$ cat src/rtl/pfd_pkg.sv
package pfd_pkg;
  typedef enum logic [2:0] {
    ST_IDLE   = 3'd0,
    ST_REF    = 3'd1,
    ST_FB     = 3'd2,
    ST_BAL_UP = 3'd3,
    ST_BAL_DN = 3'd4
  } pfd_st_e;
endpackage

$ cat src/rtl/pfd_core.sv
module pfd_core
  import pfd_pkg::*;
#(
  parameter int ERR_W = 6
) (
  input  logic             clk,
  input  logic             rst_n,
  input  logic             hold,
  input  logic             ref_edge,
  input  logic             fb_edge,
  output logic             up,
  output logic             dn,
  output logic             leading,
  output logic [ERR_W-1:0] err_cnt,
  output logic             cmp_done,
  output logic [ERR_W-1:0] cmp_err
);
  localparam logic [ERR_W-1:0] ERR_MAX = '1;

  pfd_st_e          st_q, st_d;
  logic [ERR_W-1:0] err_q, err_d;
  logic             done_raw;

  // Next state on a strobe pair when no lead is pending.
  function automatic pfd_st_e from_rest(input logic r, input logic f, input pfd_st_e dflt);
    if (r && f)      return ST_BAL_UP;
    else if (r)      return ST_REF;
    else if (f)      return ST_FB;
    else             return dflt;
  endfunction

  always_comb begin
    st_d     = st_q;
    done_raw = 1'b0;
    unique case (st_q)
      ST_IDLE: begin
        st_d     = from_rest(ref_edge, fb_edge, ST_IDLE);
        done_raw = ref_edge & fb_edge;
      end
      ST_BAL_UP: begin
        st_d     = from_rest(ref_edge, fb_edge, ST_BAL_DN);
        done_raw = ref_edge & fb_edge;
      end
      ST_BAL_DN: begin
        st_d     = from_rest(ref_edge, fb_edge, ST_IDLE);
        done_raw = ref_edge & fb_edge;
      end
      ST_REF: if (fb_edge) begin
        done_raw = 1'b1;
        st_d     = ref_edge ? ST_REF : ST_IDLE;
      end
      ST_FB: if (ref_edge) begin
        done_raw = 1'b1;
        st_d     = fb_edge ? ST_FB : ST_IDLE;
      end
      default: st_d = ST_IDLE;
    endcase
  end

  always_comb begin
    err_d = '0;
    if (st_d == ST_REF || st_d == ST_FB) begin
      if (st_d != st_q || done_raw)   err_d = {{(ERR_W-1){1'b0}}, 1'b1};
      else if (err_q != ERR_MAX)      err_d = err_q + 1'b1;
      else                            err_d = err_q;
    end
  end

  always_ff @(posedge clk or negedge rst_n) begin
    if (!rst_n) begin
      st_q  <= ST_IDLE;
      err_q <= '0;
    end else if (hold) begin
      st_q  <= ST_IDLE;
      err_q <= '0;
    end else begin
      st_q  <= st_d;
      err_q <= err_d;
    end
  end

  assign leading  = (st_q == ST_REF) || (st_q == ST_FB);
  assign up       = (st_q == ST_REF) || (st_q == ST_BAL_UP);
  assign dn       = (st_q == ST_FB)  || (st_q == ST_BAL_DN);
  assign err_cnt  = err_q;
  assign cmp_done = done_raw & ~hold;
  assign cmp_err  = leading ? err_q : '0;

  // the balancing up cycle is always followed by the down cycle
  p_bal_pair_r4: assert property (@(posedge clk) disable iff (!rst_n)
    (st_q == ST_BAL_UP && !ref_edge && !fb_edge && !hold) |=> dn);

  // a repeated leading strobe keeps the lead alive and the count growing
  p_lead_hold_r10: assert property (@(posedge clk) disable iff (!rst_n)
    (st_q == ST_REF && ref_edge && !fb_edge && !hold && err_q != ERR_MAX) |=> (up && err_cnt > 1));
endmodule

$ cat src/rtl/lock_detect.sv
module lock_detect #(
  parameter int ERR_W      = 6,
  parameter int UNLOCK_CYC = 8,
  parameter int LOCK_CYC   = 16,
  parameter int GOOD_RUN   = 3
) (
  input  logic             clk,
  input  logic             rst_n,
  input  logic             save,
  input  logic             leading,
  input  logic [ERR_W-1:0] err_cnt,
  input  logic             cmp_done,
  input  logic [ERR_W-1:0] cmp_err,
  output logic             lock
);
  localparam int RUN_W = $clog2(GOOD_RUN + 1);
  localparam logic [ERR_W-1:0] UNL_TH  = ERR_W'(UNLOCK_CYC);
  localparam logic [ERR_W-1:0] LCK_TH  = ERR_W'(LOCK_CYC);
  localparam logic [RUN_W-1:0] RUN_LIM = RUN_W'(GOOD_RUN);

  logic             lock_q;
  logic [RUN_W-1:0] run_q;
  logic             bad, good;

  assign bad  = leading && (err_cnt >= UNL_TH);
  assign good = cmp_done && (cmp_err <= LCK_TH) && !bad;

  always_ff @(posedge clk or negedge rst_n) begin
    if (!rst_n) begin
      lock_q <= 1'b0;
      run_q  <= '0;
    end else if (save) begin
      lock_q <= 1'b1;
      run_q  <= '0;
    end else if (bad) begin
      lock_q <= 1'b0;
      run_q  <= '0;
    end else if (good) begin
      if (run_q + 1'b1 >= RUN_LIM) lock_q <= 1'b1;
      if (run_q != RUN_LIM)        run_q  <= run_q + 1'b1;
    end
  end

  assign lock = save | lock_q;

  // an error at the unlock threshold clears the flag on the next cycle
  p_unlock_r5: assert property (@(posedge clk) disable iff (!rst_n)
    (bad && !save) |=> !lock_q);

  // power save sets the flag
  p_save_lock_r9: assert property (@(posedge clk) disable iff (!rst_n)
    save |=> lock_q);

  // the flag only rises on a good comparison or in power save
  p_rise_r6: assert property (@(posedge clk) disable iff (!rst_n)
    (!lock_q && !good && !save) |=> !lock_q);
endmodule

$ cat src/rtl/pfd_out_stage.sv
module pfd_out_stage (
  input  logic up,
  input  logic dn,
  input  logic pol_sel,
  input  logic mon_sel,
  input  logic zc_n,
  input  logic save,
  input  logic ref_edge,
  input  logic fb_edge,
  input  logic lock,
  output logic pump_lvl,
  output logic pump_oe,
  output logic ext_a_lvl,
  output logic ext_a_oe,
  output logic ext_b_lvl,
  output logic ext_b_oe,
  output logic mon_out
);
  logic raise, lower;

  // Polarity: raise means drive the tuning voltage up
  assign raise = pol_sel ? up : dn;
  assign lower = pol_sel ? dn : up;

  assign pump_lvl  = raise;
  assign pump_oe   = (raise | lower) & zc_n & ~save;
  assign ext_a_lvl = lower;
  assign ext_a_oe  = ~save;
  assign ext_b_lvl = 1'b0;
  assign ext_b_oe  = raise & ~save;
  assign mon_out   = mon_sel ? (pol_sel ? ref_edge : fb_edge) : lock;
endmodule

$ cat src/rtl/pfd_lock_top.sv
module pfd_lock_top #(
  parameter int UNLOCK_CYC = 8,
  parameter int LOCK_CYC   = 16,
  parameter int GOOD_RUN   = 3
) (
  input  logic clk,
  input  logic rst_n,
  input  logic ref_edge,
  input  logic fb_edge,
  input  logic pol_sel,
  input  logic mon_sel,
  input  logic zc_n,
  input  logic ps_n,
  output logic pump_lvl,
  output logic pump_oe,
  output logic ext_a_lvl,
  output logic ext_a_oe,
  output logic ext_b_lvl,
  output logic ext_b_oe,
  output logic lock,
  output logic mon_out
);
  localparam int TH_MAX = (UNLOCK_CYC > LOCK_CYC) ? UNLOCK_CYC : LOCK_CYC;
  localparam int ERR_W  = $clog2(TH_MAX + 1) + 1;

  logic             save;
  logic             up, dn, leading, cmp_done;
  logic [ERR_W-1:0] err_cnt, cmp_err;

  assign save = ~ps_n;

  pfd_core #(.ERR_W(ERR_W)) u_core (
    .clk(clk), .rst_n(rst_n), .hold(save),
    .ref_edge(ref_edge), .fb_edge(fb_edge),
    .up(up), .dn(dn), .leading(leading),
    .err_cnt(err_cnt), .cmp_done(cmp_done), .cmp_err(cmp_err)
  );

  lock_detect #(
    .ERR_W(ERR_W), .UNLOCK_CYC(UNLOCK_CYC),
    .LOCK_CYC(LOCK_CYC), .GOOD_RUN(GOOD_RUN)
  ) u_lock (
    .clk(clk), .rst_n(rst_n), .save(save), .leading(leading),
    .err_cnt(err_cnt), .cmp_done(cmp_done), .cmp_err(cmp_err),
    .lock(lock)
  );

  pfd_out_stage u_out (
    .up(up), .dn(dn), .pol_sel(pol_sel), .mon_sel(mon_sel),
    .zc_n(zc_n), .save(save), .ref_edge(ref_edge), .fb_edge(fb_edge),
    .lock(lock),
    .pump_lvl(pump_lvl), .pump_oe(pump_oe),
    .ext_a_lvl(ext_a_lvl), .ext_a_oe(ext_a_oe),
    .ext_b_lvl(ext_b_lvl), .ext_b_oe(ext_b_oe),
    .mon_out(mon_out)
  );

  // forced release keeps the on-chip pump pin undriven
  p_zc_hiz_r8: assert property (@(posedge clk) disable iff (!rst_n)
    !zc_n |-> !pump_oe);

  // in power save no pump pin is driven
  p_save_hiz_r9: assert property (@(posedge clk) disable iff (!rst_n)
    !ps_n |-> (!pump_oe && !ext_a_oe && !ext_b_oe));
endmodule

$ cat config.mk
export PLATFORM = sky130hd
export DESIGN_NAME = pfd_lock_top
export DESIGN_NICKNAME = d
export VERILOG_FILES = /design/src/rtl/pfd_pkg.sv /design/src/rtl/pfd_core.sv /design/src/rtl/lock_detect.sv /design/src/rtl/pfd_out_stage.sv /design/src/rtl/pfd_lock_top.sv
export SDC_FILE = /design/constraint.sdc
export NUM_CORES = 1
export LEC_CHECK = 0
export BUFFER_PORTS_ARGS = -buffer_cell sky130_fd_sc_hd__buf_2
export CAP_MARGIN = 40
export CORE_AREA = 2 2 42 52
export CTS_CLUSTER_DIAMETER = 50
export DETAILED_ROUTE_END_ITERATION = 8
export DIE_AREA = 0 0 44 54
export GPL_TIMING_DRIVEN = 0
export HOLD_SLACK_MARGIN = 0.02
export PLACE_DENSITY = 0.75
export SETUP_SLACK_MARGIN = 0.4
export SYNTH_ARGS = -nofsm -noshare
export SYNTH_HDL_FRONTEND = slang
export SYNTH_SLANG_ARGS = --single-unit
$ cat constraint.sdc
create_clock -name clk -period 1.8 [get_ports clk]
set_input_delay 0.36 -clock clk [delete_from_list [all_inputs] [get_ports clk]]
set_output_delay 0.36 -clock clk [all_outputs]
set_load 0.03 [all_outputs]
Word level (Yosys, flattened, before mapping)

Index checks and enable logic that the tools add are counted.
Widths: inputs -> output; s select.

Input bits: 8
Output and inout bits: 8
Word-level logic and storage cells: 76
Register bits: 12

Add/sub/neg operators: 2
Bitwise logic cells: 8
Mux-type cells: 31
Order comparisons: 3
Reductions and logical operators: 15
Equal/unequal tests: 13

Operators with widths:

| kind                | count |
|---|---|
| $mux 6              | 5 |
| $mux 3              | 7 |
| $mux 2              | 6 |
| $pmux 3 s4          | 1 |
| $mux 1              | 11 |
| $eq 3x2->1 const B  | 3 |
| $ne 3x1->1 const B  | 3 |
| $add 6x1->6 const B | 1 |
| $eq 3x1->1 const B  | 2 |
| $ge 6x4->1 const B  | 1 |
| $le 6x5->1 const B  | 1 |
| $ne 6x6->1 const B  | 1 |
| $and 1x1->1         | 5 |
| $logic_or 1x1->1    | 5 |
| $logic_and 1x1->1   | 4 |
| $ne 4x4->1 const B  | 1 |
| $reduce_and 2->1    | 2 |
| $eq 3x3->1 const B  | 1 |
| $logic_not 3->1     | 1 |
| $ne 3x3->1          | 1 |
| $pmux 1 s3          | 1 |
| $reduce_or 3->1     | 1 |
| $add 2x1->2 const B | 1 |
| $ge 2x2->1 const B  | 1 |
| 5 further kinds     | 6 |

Depth between registers and ports, before layout

Word-level depth: 9
Gate-level depth with buffers: 5
Gate-level depth less buffers: 5

Hierarchy

A second synthesis with hierarchy kept.

Cells, all modules: 104
Area total of the unflattened synthesis: 924.6 µm²

Modules (own cells, without submodules):

| module        | cells each | seq. area each (µm²) | instances | area an instance (µm²) |
|---|---|---|---|---|
| pfd_core      | 72         | 225.2                | 1         | 644.4 |
| lock_detect   | 21         | 75.1                 | 1         | 197.7 |
| pfd_out_stage | 10         | 0.0                  | 1         | 78.8 |
| pfd_lock_top  | 1          | 0.0                  | 1         | 3.8 |

Worst setup path before layout

OpenSTA, ideal clock, no wires.

Path kind: flip-flop to output port
Start: register u_core.st_q[0]
End: output port ext_b_oe
Buffers on the path: 1
Setup slack: -0.345 ns
Required time: 1.440 ns
Arrival: 1.785 ns
Cell stages (with the launch flop): 6
Cell sequence: dfrtp_1 -> buf_2 -> nor2_1 -> nand2_1 -> o22ai_1 -> and2_1

Cells in the longest elaborated chain, start to end: 4
Elaborated cells on any way between the ends: 8
Those cells by class: eq/ne: 4; mux: 1; bitwise: 1; reduce/logical: 2

Ends and longest elaborated chain:

| item                                       | line                           | source |
|---|---|---|
| from (decl)                                | pfd_core.sv:20                 | `pfd_st_e st_q, st_d;` |
| from (signal assigned)                     | pfd_core.sv:77                 | `st_q <= st_d;` |
| $eq 3x2->1 (tied with other cells)         | pfd_core.sv:84                 | `assign dn = (st_q == ST_FB) \|\| (st_q == ST_BAL_DN);` |
| $logic_or 1x1->1, on equally long branches | pfd_core.sv:84, pfd_core.sv:83 |  |
| $mux 1 *                                   | pfd_out_stage.sv:22            | `assign raise = pol_sel ? up : dn;` |
| named net pump_lvl                         | pfd_lock_top.sv:14             | `output logic pump_lvl,` |
| $and 1x1->1 *                              | pfd_out_stage.sv:30            | `assign ext_b_oe = raise & ~save;` |
| to (decl)                                  | pfd_lock_top.sv:19             | `output logic ext_b_oe,` |

Mark *: on every way through the listed nets, which the timed path passes. The rest lies on a longest branch.

Final worst setup path

Start: register u_core.st_q[0]
End: output port ext_b_oe

Cells in the longest elaborated chain, start to end: 4
Elaborated cells on any way between the ends: 8
Those cells by class: eq/ne: 4; mux: 1; bitwise: 1; reduce/logical: 2

Ends and longest elaborated chain:

| item                                       | line |
|---|---|
| $eq 3x2->1 (tied with other cells)         | pfd_core.sv:84 |
| $logic_or 1x1->1, on equally long branches | pfd_core.sv:84, pfd_core.sv:83 |
| $mux 1 *                                   | pfd_out_stage.sv:22 |
| $and 1x1->1 *                              | pfd_out_stage.sv:30 |

Mark *: on every way between the ends. The rest lies on a longest branch, timed or not.

==> run metrics <==
Starting Density 51.42%; Setup violations, final 4; final wirelength 2.587 mm; Worst Setup Start Kind flip-flop; final worst-path setup slack -40.80 ps; Core Util, Final 73.64%; Logic pwr share 37.9%; Core Box Area 0.001937 sq mm; unrepaired setup endpoints after global routing yes; 1st-iter DRT viols 16; number of core rows 18; distinct cell type count after synthesis 43; RD Place Congestion 0.9308; register bit total from synthesis 12; # nets final 155; hold slack final 466.0 ps; # Max-Cap Violations 0; vias in the first global route 931; skew final 4.987 ps; largest net degree at the start of global routing 13; Avg WL per Cell 15.97 microns; total die area 0.002376 sq mm; power share of the sequential group 36.2%; post-DP HPWL 1.710 mm; sequential share of the synthesized area 30.15%; Peak supply drop 0.4143 mV; first drt pass iteration count 4; top cell type's share of synthesized area 30.15%; Mapped Area 996.0 sq um; vias per cell 5.870; # placed instances 147; Worst EP required 1440 ps; Slew Viols, Final 0; largest cells by area after synthesis dfrtp_1, mux2i_1, ha_1; TritonCTS clock tree yes; WS Path Type flip-flop to output pin; clock buffer count from CTS 3; clk slew on worst S/H paths 80 ps; HP Class primary input to flip-flop; FMAX 543.2 MHz; layout cell share with drive strength beyond 1 49.30%; Die Wd 44 microns; initial antenna violation count 0; Sw Share 32.21%; Max Root-Sink Buffers 2; CP arrival 1480 ps; All-Layer GR Usage 24.25%; CTS HTree Levels 1; IO buf count 12; status complete, but fails checks; height of the die 54 microns; clock period minus worst slack 1841 ps; Routed Antenna Nets 0; Leak 0.0006174 uW; Clock Power Share 25.8%; total nets after synthesis 127; vias 951; clock insertion delay at the later pin of the skew report 270 ps; Avg Synthesized Cell Area 8.660 sq um; Power Density 585.4 mW/mm^2; final period utilization 102.3%; Net Switching 268.9 uW; clock sinks 12; Ports 16; number of synthesis warnings 0; top cell type by total area after synthesis dfrtp_1; Worst Path Max Fanout 3; internal power 566.1 uW; first-pass GRT wire length 4.250 mm; DRC viols 0; CP endpoint kind output pin; Syn-to-layout area delta 43.22%; pre-CTS setup slack -70.15 ps; diode count 0; clock root buffer clkbuf_4; commonest non-fill, non-tap cells in the layout buf_6, buf_4, dfrtp_1; Synth Instances 115; Post-Layout Cell Count 162; grt ovf 0; failing checks negative setup slack; Hold Vio Cnt, Final 0
-- final cells by class --
type / count / area (sq um)
buffer: 10 / 87.58
clock buffer: 4 / 36.28
fill: 109 / 510.5
inverter: 4 / 15.01
multi-input combinational: 89 / 774.5
sequential: 12 / 304.0
tap: 20 / 25.02
timing repair buffer: 23 / 183.9
-- worst max-delay path, cell delays in order, from the launching register on --
cell and delay (ps):
dfrtp_2 440, and2b_2 260, mux2i_4 70, o22ai_4 160, and2_4 160, buf_6 120
-- sequential cells by signal (all words and copies together) (netlist names) --
signal / count
u_core.err_cnt: 6
u_lock.lock_q: 1
u_lock.run_q: 2
u_core.st_q: 3
-- power by group through the flow --
stage	combinational [uW]	clock [uW]	sequential, uW
2_1_floorplan	174	0	304
3_3_place_gp	212	0	308
3_5_place_dp	220	0	309
4_1_cts	284	224	302
5_1_grt	340	236	305
6_report	317	216	302
-- repair_timing --
item | in CTS | in global routing
endpoints found under the setup margin | 12 | 13
hold buffers | 1 | 0
setup buffers | 7 | 3
resized for setup | 36 | 13
endpoints found under the hold margin | 12 | 0
pin swaps | 8 | 11
-- final timing paths --
check / cells after the start / end / slack [ps] / from
worst max register to register: 6 / u_core.err_cnt[1]$_DFFE_PN0P_ / -10 / u_core.st_q[1]$_DFF_PN0_
worst max-delay path: 5 / ext_b_oe / -40 / u_core.st_q[0]$_DFF_PN0_
worst min register to register: 2 / u_lock.run_q[1]$_DFFE_PN0P_ / 560 / u_lock.run_q[1]$_DFFE_PN0P_
min in group asynchronous: 2 / u_core.err_cnt[4]$_DFFE_PN0P_ / 490 / rst_n
worst min-delay path: 3 / u_core.st_q[1]$_DFF_PN0_ / 470 / fb_edge
max in group asynchronous: 2 / u_core.st_q[2]$_DFF_PN0_ / 1060 / rst_n
-- synthesized netlist by cell type (all sizes together) --
library cell / instances
and4: 1
nand4: 3
a211oi: 2
and2b: 1
dfrtp: 12
nand3: 2
mux2i: 6
or4: 1
ha: 4
and3: 1
nand2b: 2
o41ai: 1
or2b: 1
a221oi: 1
nor2: 11
a21o: 2
nand2: 9
inv: 4
clkbuf: 3
conb: 1
and2: 1
a31oi: 1
mux2: 1
xnor2: 3
nor3: 4
a21oi: 4
a2111oi: 2
nor4bb: 1
a21boi: 2
buf: 7
xor2: 2
o21ai: 8
o31a: 1
nor2b: 5
or3b: 3
and4b: 1
o22ai: 1
-- logic make-up (layout without fill, tap and decap cells) --
group | after synthesis | after routing | synth area share (%)
AND/OR/NAND/NOR | 47 | 47 | 26.89
adder cells (fa/ha/maj) | 4 | 4 | 5.025
AO/OA/AOI/OAI | 25 | 25 | 18.72
multiplexers | 7 | 7 | 7.161
XOR/XNOR | 5 | 5 | 4.398
flip-flops | 12 | 12 | 30.15
buffers and inverters | 14 | 41 | 7.285
other | 1 | 1 | 0.3765
-- metrics by stage --
step	power [uW]	TNS [ps]	cell area, sq um
final	835.0	-85.87	1426
after global routing	881.3	-392.3	1426
after CTS	810.3	-117.5	1361
after detailed placement	529.7	-74.66	1139
after global placement	519.4	-46.61	1139
after floorplan	478.0	0	1054
-- per-layer routing --
layer	track usage, %	up-vias	share of wire (%)
li1	-	460	-
met4	11.62	0	2.6
met2	45.83	20	56
met5	0	-	0
met1	26.49	463	39
met3	2.685	8	2.3
Note: power is estimated with default switching activity, not from simulation.
